==> src/rtl/fsign_pkg.sv <==
package fsign_pkg;
  parameter int unsigned XLEN = 64;
  parameter int unsigned SLEN = 32;

  typedef enum logic [2:0] {
    OP_ABS_D = 3'd0,
    OP_NEG_D = 3'd1,
    OP_CPY_D = 3'd2,
    OP_ABS_S = 3'd3,
    OP_NEG_S = 3'd4,
    OP_CPY_S = 3'd5
  } fsign_op_e;

  function automatic logic [XLEN-1:0] sgn_abs(input logic [XLEN-1:0] v, input int unsigned sb);
    logic [XLEN-1:0] r;
    r = v;
    r[sb] = 1'b0;
    return r;
  endfunction

  function automatic logic [XLEN-1:0] sgn_neg(input logic [XLEN-1:0] v, input int unsigned sb);
    logic [XLEN-1:0] r;
    r = v;
    r[sb] = ~v[sb];
    return r;
  endfunction

  function automatic logic [XLEN-1:0] sgn_cpy(input logic [XLEN-1:0] v, input logic [XLEN-1:0] d,
                                               input int unsigned sb);
    logic [XLEN-1:0] r;
    for (int i = 0; i < XLEN; i++) r[i] = (i >= int'(sb)) ? d[i] : v[i];
    return r;
  endfunction

  function automatic logic [XLEN-1:0] nan_box(input logic [XLEN-1:0] v);
    logic [XLEN-1:0] r;
    r = v;
    r[XLEN-1:SLEN] = '1;
    return r;
  endfunction
endpackage

==> src/rtl/fsign_core.sv <==
module fsign_core
  import fsign_pkg::*;
#(
  parameter int unsigned W = XLEN,
  parameter int unsigned SW = SLEN
) (
  input  logic [2:0]   op,
  input  logic [W-1:0] src,
  input  logic [W-1:0] sgn,
  output logic [W-1:0] res,
  output logic         op_known
);
  localparam int unsigned DSB = W - 1;
  localparam int unsigned SSB = SW - 1;

  always_comb begin
    op_known = 1'b1;
    unique case (op)
      OP_ABS_D: res = sgn_abs(src, DSB);
      OP_NEG_D: res = sgn_neg(src, DSB);
      OP_CPY_D: res = sgn_cpy(src, sgn, DSB);
      OP_ABS_S: res = nan_box(sgn_abs(src, SSB));
      OP_NEG_S: res = nan_box(sgn_neg(src, SSB));
      OP_CPY_S: res = sgn_cpy(src, sgn, SSB);
      default: begin
        res = '0;
        op_known = 1'b0;
      end
    endcase
  end

  always_comb begin
    if (op == OP_ABS_S || op == OP_NEG_S)
      assert_box_R6: assert (&res[W-1:SW]);
    if (op == OP_ABS_D)
      assert_abs_R3: assert (!res[DSB] && res[DSB-1:0] == src[DSB-1:0]);
  end
endmodule

==> src/rtl/fsign_unit.sv <==
module fsign_unit
  import fsign_pkg::*;
#(
  parameter int unsigned W = XLEN
) (
  input  logic         clk,
  input  logic         rst_n,
  input  logic         in_vld,
  input  logic [2:0]   in_op,
  input  logic [W-1:0] in_src,
  input  logic [W-1:0] in_sgn,
  output logic         out_vld,
  output logic [W-1:0] out_res
);
  logic [W-1:0] core_res;
  logic         core_known;
  logic         res_load;

  fsign_core #(.W(W), .SW(SLEN)) u_core (
    .op(in_op), .src(in_src), .sgn(in_sgn), .res(core_res), .op_known(core_known)
  );

  assign res_load = in_vld;

  always_ff @(posedge clk or negedge rst_n) begin
    if (!rst_n) begin
      out_vld <= 1'b0;
      out_res <= '0;
    end else begin
      out_vld <= in_vld;
      if (res_load) out_res <= core_res;
    end
  end

  assert_lat_R2: assert property (@(posedge clk) disable iff (!rst_n)
    in_vld |=> out_vld);
  assert_idle_R2: assert property (@(posedge clk) disable iff (!rst_n)
    !in_vld |=> !out_vld);
  assert_hold_R10: assert property (@(posedge clk) disable iff (!rst_n)
    !in_vld |=> $stable(out_res));
  assert_neg_R4: assert property (@(posedge clk) disable iff (!rst_n)
    (in_vld && in_op == 3'd1) |=> (out_res == {~$past(in_src[W-1]), $past(in_src[W-2:0])}));
  assert_cpy_R5: assert property (@(posedge clk) disable iff (!rst_n)
    (in_vld && in_op == 3'd2) |=> (out_res == {$past(in_sgn[W-1]), $past(in_src[W-2:0])}));
  assert_bad_R10: assert property (@(posedge clk) disable iff (!rst_n)
    (in_vld && !core_known) |=> (out_res == '0));
endmodule

==> config.mk <==
export PLATFORM = sky130hd
export DESIGN_NAME = fsign_unit
export DESIGN_NICKNAME = d
export VERILOG_FILES = /design/src/rtl/fsign_pkg.sv /design/src/rtl/fsign_core.sv /design/src/rtl/fsign_unit.sv
export SDC_FILE = /design/constraint.sdc
export NUM_CORES = 1
export LEC_CHECK = 0
export BUFFER_PORTS_ARGS = -buffer_cell sky130_fd_sc_hd__buf_2
export CAP_MARGIN = 20
export CORE_ASPECT_RATIO = 1.4
export CORE_MARGIN = 2
export CORE_UTILIZATION = 45
export CTS_CLUSTER_SIZE = 30
export DETAILED_ROUTE_END_ITERATION = 16
export GPL_TIMING_DRIVEN = 0
export PLACE_DENSITY = 0.8
export RECOVER_POWER = 25
export REMOVE_ABC_BUFFERS = 1
export SLEW_MARGIN = 20
export SYNTH_ARGS = -nofsm -noshare
export SYNTH_HDL_FRONTEND = slang
export SYNTH_HIERARCHICAL = 1
export SYNTH_SLANG_ARGS = --single-unit
export TNS_END_PERCENT = 20
==> constraint.sdc <==
create_clock -name clk -period 0.8 [get_ports clk]
set_input_delay 0.12 -clock clk [delete_from_list [all_inputs] [get_ports clk]]
set_output_delay 0.12 -clock clk [all_outputs]
set_load 0.1 [all_outputs]
==> flow_summary.toml <==
[worst_hold_path]
hp-class = "input port to async pin"

[placement]
dp.cells = 535
placed_area_sq_um = 4470
place_congestion = 0.769
dp_hpwl_mm = 5.66
port_buffers = 167

[cells_and_area]
syn2layout_area_growth_pct = 61.0
fin_util_pct = 73.9
num-nets-final = 594
diodes = 0
drive_gt1_share_pct = 57.6
instances_no_fill = 567
final_area_sq_um = 5980
fill_cells = 487

[grt]
grt_pass1_vias = 3243
grt_usage_pct = 23.2
grt_max_degree = 67
antenna_found_initial = 0
grt_pass1_wl_mm = 15.9
grt-ovfl-total = 0

[timing]
setup_ws_ns = -0.261
hold_viol = 31
setup_violations = 120
fin_crit_sh_pct = 133
fmaxAchievable_mhz = 943
final-max-slew-violation-count = 0
fin_crit_ns = 1.06
relSlewSlack_pct = 43.2
worst_slew_pin_slew_ns = 0.853
rsz0062_at_grt = "yes"
whs_ns = -0.101
final.setup_skew_ns = 0

[logic_synthesis]
yosysTopAreaCellShare_pct = 43.8
synth.distinct_cells = 19
synthSimpleGateAreaFrac_pct = 11.3
ys_top_cells_by_area = "dfrtp_1, mux2_4, o31a_1"
yosysWarnings = 6
synth_edf_count = 0
synth_adder_area_share_pct = 0
yosysTopAreaCell = "dfrtp_1"
synth_area_sq_um = 3720
synth_ff_type = "dfrtp_1"
synth_compound_area_share_pct = 12.2
synth-xor-area-share_pct = 0
syn_avg_cell_area_sq_um = 12.7
synth.yosys.seq_area_share_pct = 43.8
ys_ff_latch = 65
synth_most_common_cell = "dfrtp_1"
synth.area.mux_share_pct = 25.7
synth_top_family_by_area = "multiplexers"
syn_inst = 293
async_flop_share_pct = 100
synth_common_cells = "dfrtp_1, mux2_4, nor2b_1"

[status]
status = "finished, violations left"
violations = "negative hold slack, negative setup slack"

[detailed_routing]
drc = 0
wirelength_mm = 10.7
vias = 3010
viasPerCell = 5.31
drt_first_pass_iters = 4
dr.first_iter.drc_count = 124
ant_nets = 0
routedWlPerCell_um = 18.9

[flow_run]
cap_violations = 0

[clocking]
clk_root_buffer_cell = "clkbuf_16"
cts_buffer_depth = 2
clock_sinks = 65
cts_buffers = 9
clkTransAtPathRegs_ns = 0.05
htreeDepth = 3
tritoncts = "built"
clock_latency_ns = 0.32

[critical_path]
cp.arrival_ns = 0.94
cp_slowest_stage_delay_ns = 0.42
r2r_slack_ns = -0.15
path_delay_family = "flip-flops"
cp_slowest_cell = "dfrtp_1"
worstPathRequired_ns = 0.68
path_buf_inv = 1
timing_worst_setup_path_type = "flip-flop to primary output"
path_cells = "buf_12"
worstPathMaxFanout = 2
critPathCaptureType = "primary output"
start_kind = "flip-flop"

[die]
rows = 39
initial_utilization_pct = 45.9
die_area_sq_um = 9010
die_h_um = 112
core_region_area_sq_um = 8100
die_w_um = 80.8
io_pins = 199

[power_and_ir_drop]
ir_drop_mv = 1.52
p_per_area_nw_per_um2 = 2460
leakage_nw = 2.85
-- worst paths after layout --
kind                             start     endpoint  depth (start not counted)
setup / recovery           out_res[47]  out_res[47]                          1
hold / removal                   rst_n  out_res[39]                          1
setup reg to reg           out_res[12]  out_res[12]                          2
hold reg to reg            out_res[52]  out_res[52]                          1
max in group asynchronous        rst_n  out_res[41]                          2
min in group clk            in_src[24]  out_res[24]                          3
-- final cells by class --
type                       count  area [sq um]  share of cell area (%)
tap                          102           128                    2.13
sequential                    65          1630                    27.2
inverter                       1          3.75                  0.0627
multi-input combinational    199          1860                    31.1
clock buffer                  14           274                    4.58
clock inverter                 2          35.0                   0.585
timing repair buffer         184          2060                    34.4
-- kinds of logic after synthesis --
| kind of cell | count (synthesis) |
|---|---|
| simple gates | 67 |
| compound gates | 66 |
| buf+inv | 30 |
| mux | 65 |
| flops | 65 |
-- cells in the final DEF (no fill, tap or decap), types with 3 or more instances in the layout --
| cell type | instances |
|---|---|
| clkbuf_8 | 3 |
| and2_1 | 28 |
| buf_2 | 97 |
| clkbuf_16 | 9 |
| and2_4 | 5 |
| mux2_2 | 4 |
| buf_4 | 14 |
| nor2b_1 | 33 |
| buf_12 | 66 |
| buf_16 | 4 |
| dfrtp_1 | 65 |
| o21ai_0 | 31 |
| mux2_4 | 60 |
| o31a_1 | 31 |
-- layer usage --
layer | global-route usage, % | vias up | share of wire, %
met5 | 0 | - | 0
met4 | 8.59 | 0 | 1.8
met3 | 5.92 | 15 | 6.5
met2 | 42.1 | 136 | 55
met1 | 25.4 | 1490 | 37
li1 | - | 1369 | -
-- through the flow --
step	power (mW)	setup slack, ns	setup TNS, ns
2_1_floorplan	7.87	-0.458	-43.44
3_3_place_gp	8.92	-1.61	-137.39
3_5_place_dp	8.98	-1.68	-84.06
4_1_cts	14.5	-0.262	-16.49
5_1_grt	15.2	-0.291	-20.80
6_report	14.7	-0.261	-18.20
-- state kept, by name, summed over array words and instances (netlist names) --
| register | count |
|---|---|
| out_res | 64 |
| out_vld | 1 |
-- what timing repair did --
item,4_1_cts,5_1_grt
pin swaps,1,1
cloned,2,0
endpoints found under the setup margin,129,128
buffers inserted,0,14
resized for setup,268,16
endpoints found under the hold margin,31,31
-- report_power, final --
group / leakage [nW] / internal [mW] / switching [mW]
clock network: 0.153 / 2.66 / 1.30
registers: 0.771 / 3.70 / 0.474
logic: 1.93 / 2.66 / 3.91
total: 2.85 / 9.01 / 5.69
(Power assumes the default switching activity.)
